### src/rtl/daisy_pkg.sv
package daisy_pkg;
  typedef enum logic [1:0] {
    ST_ACQ   = 2'd0,
    ST_CONV  = 2'd1,
    ST_READ  = 2'd2,
    ST_FAULT = 2'd3
  } port_state_t;

  // true on the final cycle of a conversion phase of 'cycles' length
  function automatic logic conv_last(input int unsigned cnt, input int unsigned cycles);
    return cnt == cycles - 1;
  endfunction
endpackage

### src/rtl/dc_edge_detect.sv
module dc_edge_detect (
  input  logic clk,
  input  logic rst_n,
  input  logic cnv,
  input  logic sck,
  output logic cnv_rise,
  output logic sck_fall
);
  logic cnv_q;
  logic sck_q;

  always_ff @(posedge clk or negedge rst_n) begin
    if (!rst_n) begin
      cnv_q <= 1'b0;
      sck_q <= 1'b0;
    end else begin
      cnv_q <= cnv;
      sck_q <= sck;
    end
  end

  assign cnv_rise = cnv & ~cnv_q;
  assign sck_fall = sck_q & ~sck;
endmodule

### src/rtl/dc_conv_timer.sv
module dc_conv_timer #(
  parameter int unsigned CYCLES = 20,
  localparam int unsigned CNT_W = (CYCLES < 2) ? 1 : $clog2(CYCLES)
) (
  input  logic clk,
  input  logic rst_n,
  input  logic run,
  output logic last
);
  import daisy_pkg::*;

  logic [CNT_W-1:0] cnt;

  assign last = run & conv_last(int'(cnt), CYCLES);

  always_ff @(posedge clk or negedge rst_n) begin
    if (!rst_n) begin
      cnt <= '0;
    end else if (!run || last) begin
      cnt <= '0;
    end else begin
      cnt <= cnt + 1'b1;
    end
  end
endmodule

### src/rtl/dc_shifter.sv
module dc_shifter #(
  parameter int unsigned W = 16
) (
  input  logic         clk,
  input  logic         rst_n,
  input  logic         load,
  input  logic [W-1:0] load_word,
  input  logic         shift,
  input  logic         ser_in,
  output logic [W-1:0] q
);
  function automatic logic [W-1:0] shift_in(input logic [W-1:0] word, input logic b);
    return {word[W-2:0], b};
  endfunction

  always_ff @(posedge clk or negedge rst_n) begin
    if (!rst_n) begin
      q <= '0;
    end else if (load) begin
      q <= load_word;
    end else if (shift) begin
      q <= shift_in(q, ser_in);
    end
  end
endmodule

### src/rtl/daisy_chain_port.sv
module daisy_chain_port #(
  parameter int unsigned DATA_W      = 16,
  parameter int unsigned CONV_CYCLES = 20
) (
  input  logic              clk,
  input  logic              rst_n,
  input  logic              cnv,
  input  logic              sck,
  input  logic              sdi,
  input  logic              conv_done,
  input  logic [DATA_W-1:0] conv_result,
  output logic              sdo,
  output logic              mode_err
);
  import daisy_pkg::*;

  localparam int unsigned MSB = DATA_W - 1;

  function automatic logic [DATA_W-1:0] pick_word(input logic done,
                                                  input logic [DATA_W-1:0] fresh,
                                                  input logic [DATA_W-1:0] held);
    return done ? fresh : held;
  endfunction

  port_state_t       state;
  logic              cnv_rise;
  logic              sck_fall;
  logic              in_conv;
  logic              timer_last;
  logic              conv_end;
  logic              do_shift;
  logic [DATA_W-1:0] held_word;
  logic [DATA_W-1:0] load_word;
  logic [DATA_W-1:0] shreg;

  dc_edge_detect u_edges (
    .clk      (clk),
    .rst_n    (rst_n),
    .cnv      (cnv),
    .sck      (sck),
    .cnv_rise (cnv_rise),
    .sck_fall (sck_fall)
  );

  assign in_conv = (state == ST_CONV);

  dc_conv_timer #(.CYCLES(CONV_CYCLES)) u_timer (
    .clk   (clk),
    .rst_n (rst_n),
    .run   (in_conv & cnv),
    .last  (timer_last)
  );

  assign conv_end  = in_conv & cnv & timer_last;
  assign do_shift  = (state == ST_READ) & cnv & sck_fall;
  assign load_word = pick_word(conv_done, conv_result, held_word);

  dc_shifter #(.W(DATA_W)) u_shift (
    .clk       (clk),
    .rst_n     (rst_n),
    .load      (conv_end),
    .load_word (load_word),
    .shift     (do_shift),
    .ser_in    (sdi),
    .q         (shreg)
  );

  always_ff @(posedge clk or negedge rst_n) begin
    if (!rst_n) begin
      held_word <= '0;
    end else if (in_conv && conv_done) begin
      held_word <= conv_result;
    end
  end

  always_ff @(posedge clk or negedge rst_n) begin
    if (!rst_n) begin
      state <= ST_ACQ;
    end else begin
      case (state)
        ST_ACQ: begin
          if (cnv_rise) state <= sck ? ST_FAULT : ST_CONV;
        end
        ST_CONV: begin
          if (!cnv)          state <= ST_ACQ;
          else if (conv_end) state <= ST_READ;
        end
        ST_READ, ST_FAULT: begin
          if (!cnv) state <= ST_ACQ;
        end
        default: state <= ST_ACQ;
      endcase
    end
  end

  assign sdo      = (state == ST_READ) & shreg[MSB];
  assign mode_err = (state == ST_FAULT);
endmodule

### config.mk
export PLATFORM = sky130hd
export DESIGN_NAME = daisy_chain_port
export DESIGN_NICKNAME = d
export VERILOG_FILES = /design/src/rtl/daisy_pkg.sv /design/src/rtl/dc_edge_detect.sv /design/src/rtl/dc_conv_timer.sv /design/src/rtl/dc_shifter.sv /design/src/rtl/daisy_chain_port.sv
export SDC_FILE = /design/constraint.sdc
export NUM_CORES = 1
export LEC_CHECK = 0
export ABC_AREA = 1
export BUFFER_PORTS_ARGS = -buffer_cell sky130_fd_sc_hd__buf_2
export CAP_MARGIN = 20
export CORE_UTILIZATION = 52
export DETAILED_ROUTE_END_ITERATION = 8
export PLACE_DENSITY = 0.73
export SLEW_MARGIN = 20
export SYNTH_ARGS = -nofsm -noshare
export SYNTH_HDL_FRONTEND = slang
export SYNTH_HIERARCHICAL = 1
export SYNTH_SLANG_ARGS = --single-unit
### constraint.sdc
create_clock -name clk -period 1.62 [get_ports clk]
set_input_delay 0.081 -clock clk [delete_from_list [all_inputs] [get_ports clk]]
set_output_delay 0.081 -clock clk [all_outputs]
set_load 0.05 [all_outputs]
==> results of run 1 <==
placed cells by master, fill, tap and decap left out:
cell type	count
inv_2	3
dlygate4sd3_1	3
o211ai_1	1
nand4_1	3
o21ai_2	15
nor2_2	3
nand4_2	1
nand3_4	1
inv_1	28
nand2_1	58
xnor2_1	1
ha_1	1
o21ai_0	1
a21oi_1	16
nor3b_2	1
buf_2	23
nand2_2	1
nor2_1	24
dfrtp_1	41
buf_12	2
clkbuf_8	6
nor2_4	2
nand2_4	4
a21oi_2	1
nand3_1	37
clkbuf_1	1
nor2_8	1
buf_4	10
buf_8	1
worst min path at each step:
stage	to	slack [ns]
floorplan	held_word[0]	-0.21
global placement	u_timer/cnt[2]	0.18
detailed placement	u_timer/cnt[2]	0.18
CTS	held_word[8]	0.04
global route	held_word[8]	0.04
finish	held_word[13]	0.05
cell families after synthesis:
group / share of synthesized area (%)
XOR/XNOR: 0.4031
flip-flops: 47.21
AO/OA/AOI/OAI: 10.71
buffers and inverters: 11.51
adder cells (fa/ha/maj): 0.5756
AND/OR/NAND/NOR: 29.59
sequential cells by signal, summed over array words and instances (netlist names):
register / flops
u_shift/q: 16
held_word: 16
u_timer/cnt: 5
u_edges/sck_q: 1
state: 2
u_edges/cnv_q: 1
power groups by stage:
stage	combinational, W	sequential (W)	clock, W
after floorplan	0.000763	0.00142	0
after global placement	0.000900	0.00143	0
after detailed placement	0.000926	0.00144	0
after CTS	0.000930	0.00142	0.000690
after global routing	0.00104	0.00145	0.000730
final	0.000925	0.00142	0.000664
through the flow:
stage,setup slack (ns),util [%],hold WS (ns),std cells
final,0.1290,62.18,0.05115,340
after global routing,0.02525,62.18,0.04450,340
after CTS,0.01526,61.34,0.04454,338
after detailed placement,0.06458,58.43,0.1781,328
after global placement,0.08608,58.43,0.1774,328
after floorplan,0.01549,-,-0.2146,257
per-layer routing:
metal  track usage (%)  share of wire [%]
met1             26.29                 48
met2             31.31                 47
met3             4.623                3.1
met4             7.713                1.8
met5                 0                  0
worst register-to-register path, delay by kind of cell, from the launching register on:
family,cells,cell delay [ns]
adder cells (fa/ha/maj),1,0.22
flip-flops,1,0.38
buffers and inverters,2,0.26
AND/OR/NAND/NOR,6,0.57
final cells by class:
type                            count  share of cell area, %
Clock buffer                        7                  3.471
Inverter                           31                  4.678
Multi-Input combinational cell    172                  37.02
Sequential cell                    41                  41.25
Tap cell                           50                  2.515
Timing Repair Buffer               39                  11.07
repair_timing:
item	4_1_cts	5_1_grt
gates resized for setup	0	4
setup buffers	0	1
endpoints found under the hold margin	43	0
endpoints found under the setup margin	0	16
hold buffers	3	0
==> results.md, run 1 <==
* CP Depth at 9
* Crit-path most repeated cell: nor2_4
* Routed Wire Length at 3909 µm
* Netlist cell types at 26
* Bufs on Longest Clock Path at 2
* Min-Delay Path Class: in -> reg
* Sw Ratio at 33.69%
* Pin count of the biggest net entering global routing at 42
* Worst-Skew Late Latency at 0.29 ns
* Min cycle time layout at 1.491 ns
* Status: complete, no violations
* Root Buffer: clkbuf_8
* Post-route cell area at 0.002487 mm²
* Final-report setup violation count at 0
* Reg clk slew, reported paths at 0.07 ns
* Top-count cell post-synth: nand2_1
* # rows at 23
* CTS Buf Count at 5
* Core area at 0.004000 mm²
* Crit path max-delay family: simple AND/OR/NAND/NOR gates
* Drt drc at 0
* Worst Skew at 0.004476 ns
* Worst-path cell chain: ha_1, nand4_2, nor2_1, inv_1, nor2_4, buf_8, nor2_4, nand2_1, nand3_1
* Final HPWL DP at 2652 µm
* Static leakage at 1.301 nW
* RSZ-0062 raised after global routing: false
* Reg2reg setup slack at 0.13 ns
* Layout area overhead at 14.45%
* Final hold violation count at 0
* Peak Freq at 670.7 MHz
* CTS tree: built
* Worst setup EP type: flip-flop
* Int Pwr at 0.001996 W
* Clock group share of total power at 22.1%
* Share of cells above drive strength 1 at 25.86%
* Filler Cell Count at 376
* Worst min-delay path startpoint: conv_result[13]
* Antenna diode count at 0
* Starting Density at 54.33%
* Sw power at 0.001014 W
* Critical Path Start Type: flip-flop
* Iter 0 DRT Violations at 41
* Max VDD drop at 0.0008089 V
* Ys flop type: dfrtp_1
* # nets final at 313
* Critical Path RT at 1.85 ns
* FF+latch count, synth at 41
* Die X at 66.65 µm
* Vias per cell at 4.968
* Slowest library cell on the worst path: dfrtp_1
* Setup TNS at 0 ns
* Placer Congestion at 0.8045
* Crit path launch: u_timer/cnt[0]
* Multi-input gate area at 920.9 µm²
* First-pass GRT wire length at 6582 µm
* # port buffers at 23
* Synthesized area at 0.002173 mm²
* Synth top area share at 47.21%
* Synthesis Warnings at 6
* Post-synth top cells: nand2_1, dfrtp_1, nand3_1
* Initial antenna violation count at 0
* Instance count of the mapped netlist at 257
* Via count at 1689
* Reg area at 0.001026 mm²
* H-Tree Depth at 2
* Fin. max-slew vios at 0
* Top cell type by total area after synthesis: dfrtp_1
* R2r worst-path depth at 9
* WHS Path Cells at 3
* Initial DRT Pass Iterations at 4
* Chip height at 66.65 µm
* Global route overflow at 0
* Logic pwr share at 30.7%
* Total GRT Usage at 19.87%
* Max_slew headroom at 64.91%
* Fin crit share at 92.04%
* Max Cap Viol at 0
* Pwr Total at 0.003010 W
* IO Pins at 24
* Number of global-route vias before repair at 1499
* Least-Margin Pin Slew at 0.5264 ns
* Most area-consuming cells after synthesis: dfrtp_1, nand2_1, nand3_1
* Async S/R FF share, synth at 100.0%
* Avg Cell Area, Syn at 8.457 µm²
* Seq pwr share at 47.2%
* Crit-path max FO at 8
* Crit Reg-Reg Startpoint: u_timer/cnt[0]
* Max incr delay on CP at 0.38 ns
* Buf/Inv on CP at 2
* Sequential share of the synthesized area at 47.21%
* R2R Path End: u_shift/q[12]
* DR WL/cell at 11.50 µm
* Worst Path Arrival at 1.72 ns
* Power Dens Cells at 1210 mW/mm²
* Final ANT Viol Nets at 0
* Number of flops mapped to enable cells by yosys at 0
* CP Class: reg -> reg
* Die area at 0.004442 mm²
* CTS sink count at 41
* Setup crit end: u_shift/q[12]
* Area post-placement at 0.002337 mm²
* Syn nets at 280
Note: power is estimated with default switching activity, not from simulation.
==> run 2, diff against run 1 <==
- ABC_AREA: 1 -> default
- CELL_PAD_IN_SITES_DETAIL_PLACEMENT: default -> 2
- CELL_PAD_IN_SITES_GLOBAL_PLACEMENT: default -> 2
- CORE_UTILIZATION: 52 -> 35
- PLACE_DENSITY: 0.73 -> 0.72
- RECOVER_POWER: default -> 50
==> results.md, run 2 <==
* Worst Path Arrival at 1.79 ns
* Synthesis Warnings at 6
* Reg2reg setup slack at 0.005 ns
* Die X at 78.62 µm
* Min cycle time layout at 1.615 ns
* Syn nets at 185
* Number of flops mapped to enable cells by yosys at 0
* Reg clk slew, reported paths at 0.08 ns
* Final-report setup violation count at 0
* Setup TNS at 0 ns
* Crit-path max FO at 8
* Place WS at -0.04443 ns
* Least-Margin Pin Slew at 1.074 ns
* CTS sink count at 41
* Fin crit share at 99.69%
* Max incr delay on CP at 0.39 ns
* Worst-Skew Late Latency at 0.29 ns
* M3 GR Usage at 4.070%
* Share of cells above drive strength 1 at 59.24%
* Netlist cell types at 33
* CTS Buf Count at 5
* Via count at 1438
* Post-route cell area at 0.002708 mm²
* Max Cap Viol at 0
* Ys flop type: dfrtp_1
* Final hold violation count at 0
* Chip height at 78.62 µm
* Placer Congestion at 0.7740
* GRT Max-Usage Layer: met2
* Synth top area share at 49.94%
* First-pass GRT wire length at 8473 µm
* FF+latch count, synth at 41
* Vias per cell at 5.081
* # port buffers at 23
* Global route overflow at 0
* Root Buffer: clkbuf_8
* Most area-consuming cells after synthesis: dfrtp_1, mux2_2, mux2i_1
* Layout Cells excl Fill at 283
* CTS tree: built
* Area share of fa/ha/maj cells after synthesis at 0.6090%
* Fin. max-slew vios at 0
* Biggest regs: held_word (16), u_shift/q (16), u_timer/cnt (5)
* # nets final at 234
* Routed Wire Length at 5325 µm
* Filler Cell Count at 570
* Async S/R FF share, synth at 100.0%
* Layout area overhead at 31.79%
* Critical Path Start Type: flip-flop
* Post-synthesis xor/xnor area fraction at 0.4263%
* Post-synthesis mux area share at 27.65%
* Final ANT Viol Nets at 0
* Number of global-route vias before repair at 1645
* Setup ws final at 0.005090 ns
* Compound-Gate Fraction of Synth Area at 6.212%
* Area post-placement at 0.002312 mm²
* Starting Density at 36.86%
* CP Class: reg -> reg
* Pin count of the biggest net entering global routing at 42
* Commonest non-fill, non-tap cell in the layout: dfrtp_1
* Initial DRT Pass Iterations at 4
* Min-Delay Path Class: in -> reg
* Setup crit end: u_shift/q[4]
* Avg Cell Area, Syn at 12.68 µm²
* Instance count of the mapped netlist at 162
* Largest family of logic cells by synthesized area: multiplexers
* Top cell type by total area after synthesis: dfrtp_1
* Max VDD drop at 0.0004650 V
* Peak Freq at 619.2 MHz
* IO Pins at 24
* Pwr Total at 0.002502 W
* Worst Skew at 0.004341 ns
* Slowest library cell on the worst path: dfrtp_1
* Critical Path RT at 1.80 ns
* Crit Reg-Reg Startpoint: u_timer/cnt[0]
* R2r worst-path depth at 8
* Total GRT Usage at 18.02%
* Sequential share of the synthesized area at 49.94%
* Die area at 0.006180 mm²
* Most frequent cells in the layout: dfrtp_1, buf_2, mux2_2
* # rows at 27
* GR Util met1 at 20.09%
* Top-count cell post-synth: dfrtp_1
* Max_slew headroom at 28.37%
* Initial antenna violation count at 0
* Placed Instances at 259
* Worst setup EP type: flip-flop
* Bufs on Longest Clock Path at 2
* Post-Synth Simple-Gate Area at 11.88%
* Drt drc at 0
* Iter 0 DRT Violations at 31
* Antenna diode count at 0
* Final HPWL DP at 3232 µm
* Status: complete, no violations
* Met2 usage at 33.74%
* Synthesized area at 0.002054 mm²
* Post-synth top cells: dfrtp_1, mux2_2, nand2_1
* Core area at 0.005574 mm²
* Worst-path cell chain: ha_2, and3b_4, and2_4, nor3b_4, buf_6, buf_12, nand2_2, o21ai_4
* Power Dens Cells at 924.0 mW/mm²
* DR WL/cell at 18.82 µm
* RSZ-0062 raised after global routing: true
* Static leakage at 1.276 nW
* H-Tree Depth at 2
* Crit path launch: u_timer/cnt[0]
* R2R Path End: u_shift/q[4]
[run 2: logic make-up (layout without fill, tap and decap cells)]
group | Yosys count | in the layout
AND/OR/NAND/NOR | 40 | 40
buffers and inverters | 8 | 57
adder cells (fa/ha/maj) | 1 | 1
XOR/XNOR | 1 | 1
AO/OA/AOI/OAI | 22 | 22
flip-flops | 41 | 41
multiplexers | 49 | 49
[run 2: where the power goes]
part	switching (W)	leakage, nW	internal [W]
combinational	0.000207	0.701	0.000320
clock	0.000347	0.0443	0.000339
sequential	0.0000962	0.530	0.00119
total	0.000650	1.28	0.00185
[run 2: metal layers]
metal	routed length (µm)	part of all wire, %
met5	0	0
met4	73	1.4
met3	151	2.8
met2	2910	55
met1	2189	41
[run 2: final cells by class]
cell class	instances	area [µm²]	share of cell area [%]
tap	72	90.09	3.327
timing repair buffer	50	406.6	15.02
sequential	41	1026	37.89
multi-input combinational	113	1099	40.57
clock buffer	7	86.33	3.189
[run 2: repair_timing]
item / in CTS / in global routing
gates resized for setup: 5 / 40
endpoints found under the hold margin: 43 / 0
pin swaps: 1 / 10
setup buffers: 6 / 5
hold buffers: 3 / 0
gates cloned: 1 / 2
setup endpoints to repair: 16 / 16
[run 2: how the worst min path moves through the flow]
stage / from / endpoint / slack, ns / depth (start not counted)
global placement: rst_n / held_word[0] / 0.07 / 2
finish: conv_result[4] / held_word[4] / 0.03 / 2
CTS: conv_result[7] / held_word[7] / 0.03 / 2
global route: conv_result[6] / held_word[6] / 0.03 / 2
floorplan: rst_n / held_word[0] / -0.21 / 0
detailed placement: rst_n / held_word[13] / 0.08 / 2
[run 2: critical path: cells and delay by family (launching register included)]
kind | cells | cell delay (ns)
compound gates | 1 | 0.06
flops | 1 | 0.39
buf+inv | 2 | 0.30
simple gates | 4 | 0.57
fa+ha+maj | 1 | 0.19
[run 2: per-stage QoR]
stage | utilization [%] | hold slack (ns)
finish | 48.57 | 0.03418
global route | 48.57 | 0.03338
detailed placement | 41.48 | 0.07561
CTS | 45.14 | 0.02747
global placement | 41.48 | 0.07082
floorplan | - | -0.2146
==> run 3, diff against run 2 <==
- ABC_AREA: default -> 1
- CORE_UTILIZATION: 35 -> 31
- SETUP_SLACK_MARGIN: default -> 0.2
==> results.md, run 3 (synthesized netlist as in run 1, its figures left out) <==
* Placed Instances at 376
* Die X at 85.73 µm
* H-Tree Depth at 2
* Placer Congestion at 0.6705
* Initial DRT Pass Iterations at 4
* Least-Margin Pin Slew at 1.082 ns
* Final ANT Viol Nets at 0
* Critical Path RT at 1.85 ns
* Min cycle time layout at 1.547 ns
* Reg clk slew, reported paths at 0.09 ns
* Initial antenna violation count at 0
* Chip height at 85.73 µm
* Crit-path max FO at 8
* Worst Path Arrival at 1.77 ns
* CP Class: reg -> reg
* Sw power at 0.001254 W
* Antenna diode count at 0
* Bufs on Longest Clock Path at 2
* Seq pwr share at 39.2%
* First-pass GRT wire length at 10300 µm
* Max Used Layer: met4
* # rows at 30
* Layout area overhead at 41.05%
* Fin crit share at 95.47%
* Global route overflow at 0
* Static leakage at 1.510 nW
* Setup TNS at 0 ns
* Met2 wire length at 3738 µm
* Logic pwr share at 33.6%
* Min-Delay Path Class: in -> reg
* Sw Ratio at 33.98%
* Worst setup EP type: flip-flop
* Total GRT Usage at 18.29%
* Power Dens Cells at 1203 mW/mm²
* Max_slew headroom at 27.86%
* Clock group share of total power at 27.3%
* Most frequent cells in the layout: nand2_1, dfrtp_1, inv_1, buf_4
* Peak Freq at 646.6 MHz
* Starting Density at 31.99%
* IO Pins at 24
* Pin count of the biggest net entering global routing at 42
* Drt drc at 0
* Core area at 0.006794 mm²
* Number of global-route vias before repair at 2042
* Worst Skew at 0.005690 ns
* Share of cells above drive strength 1 at 44.90%
* Biggest regs: held_word (16), u_shift/q (16), u_timer/cnt (5)
* CTS tree: built
* Met3 WL post-DR at 117 µm
* Fin. max-slew vios at 0
* Final-report setup violation count at 0
* Root Buffer: clkbuf_8
* Worst-Skew Late Latency at 0.29 ns
* # nets final at 336
* CTS Buf Count at 5
* CTS sink count at 41
* RSZ-0062 raised after global routing: true
* Final hold violation count at 0
* Via count at 1947
* Max VDD drop at 0.0004878 V
* Critical Path Start Type: flip-flop
* DR WL/cell at 17.14 µm
* Status: complete, no violations
* Routed Wire Length at 7028 µm
* Filler Cell Count at 746
* Max Cap Viol at 0
* Vias per cell at 4.749
* Int Pwr at 0.002435 W
* # port buffers at 23
* Commonest non-fill, non-tap cell in the layout: nand2_1
* Iter 0 DRT Violations at 124
* DRT met1 WL at 3039 µm
* Die area at 0.007350 mm²
* Final HPWL DP at 3765 µm
* Layout Cells excl Fill at 410
==> run 3: changes by cell type in the layout (fill, tap and decap cells not counted), sizes merged, moves of 17 or more <==
cell and delta:
nand3 +37, mux2i -17, nor2 +27, inv +31, mux2 -32, nand2 +43
==> run 3: routing by layer <==
metal	global-route usage [%]	up-vias
met5	0	-
met3	2.310	11
met1	22.88	981
met4	4.545	0
met2	33.38	24
li1	-	931
==> run 3: path summary, 6_finish.rpt <==
kind	start	end	slack, ns	cells past startpoint
worst max-delay path	u_timer/cnt[0]	u_shift/q[13]	0.07	9
worst min-delay path	conv_result[13]	held_word[13]	0.04	3
worst max register to register	u_timer/cnt[0]	u_shift/q[13]	0.07	9
worst min register to register	held_word[9]	held_word[9]	0.49	2
max in group asynchronous	rst_n	u_shift/q[9]	0.36	3
min in group asynchronous	rst_n	held_word[0]	0.59	3
==> run 3: timing repair <==
| item | 4_1_cts | 5_1_grt |
|---|---|---|
| hold endpoints to repair | 43 | 0 |
| buffers inserted | 12 | 8 |
| gates resized for setup | 17 | 33 |
| endpoints found under the setup margin | 17 | 20 |
| pin swaps | 8 | 17 |
| hold buffers | 3 | 0 |
| gates cloned | 2 | 1 |
==> run 3: final cells by class <==
| type | instances | area [µm²] | area share, % |
|---|---|---|---|
| multi-input cells | 172 | 1109 | 36.16 |
| clock inverters | 3 | 65.06 | 2.122 |
| repair buffers | 62 | 544.3 | 17.76 |
| flip-flops and latches | 41 | 1026 | 33.47 |
| inverters | 31 | 132.6 | 4.327 |
| clock buffers | 5 | 68.82 | 2.245 |
| well taps | 96 | 120.1 | 3.918 |
==> run 3: power groups by stage <==
stage / Combinational (W) / Clock, W / Sequential [W]
floorplan: 0.000778 / 0 / 0.00143
global placement: 0.000971 / 0 / 0.00144
detailed placement: 0.00101 / 0 / 0.00145
CTS: 0.00114 / 0.00101 / 0.00143
global route: 0.00137 / 0.00107 / 0.00147
finish: 0.00124 / 0.00101 / 0.00144
==> run 3: stage by stage <==
step                      total power (W)  instance area, µm²  utilization [%]  worst slack [ns]  hold WS [ns]
after floorplan                  0.002203                2250                -            0.1013       -0.2146
after global placement           0.002409                2495            36.72           0.06336        0.1894
after detailed placement         0.002466                2495            36.72          -0.02752        0.1987
after CTS                        0.003587                2870            42.25            0.1289       0.03294
after global routing             0.003918                3065            45.12          -0.01573       0.04457
final                            0.003689                3065            45.12           0.07344       0.04116
==> run 3: critical path, cell delays in order, from the launching register on <==
cell and delay (ns):
dfrtp_1 0.42, ha_4 0.18, nand4_4 0.08, nor2_4 0.05
inv_2 0.08, nor2_4 0.05, buf_12 0.15, nor2_4 0.24
nand2_1 0.10, nand3_1 0.11
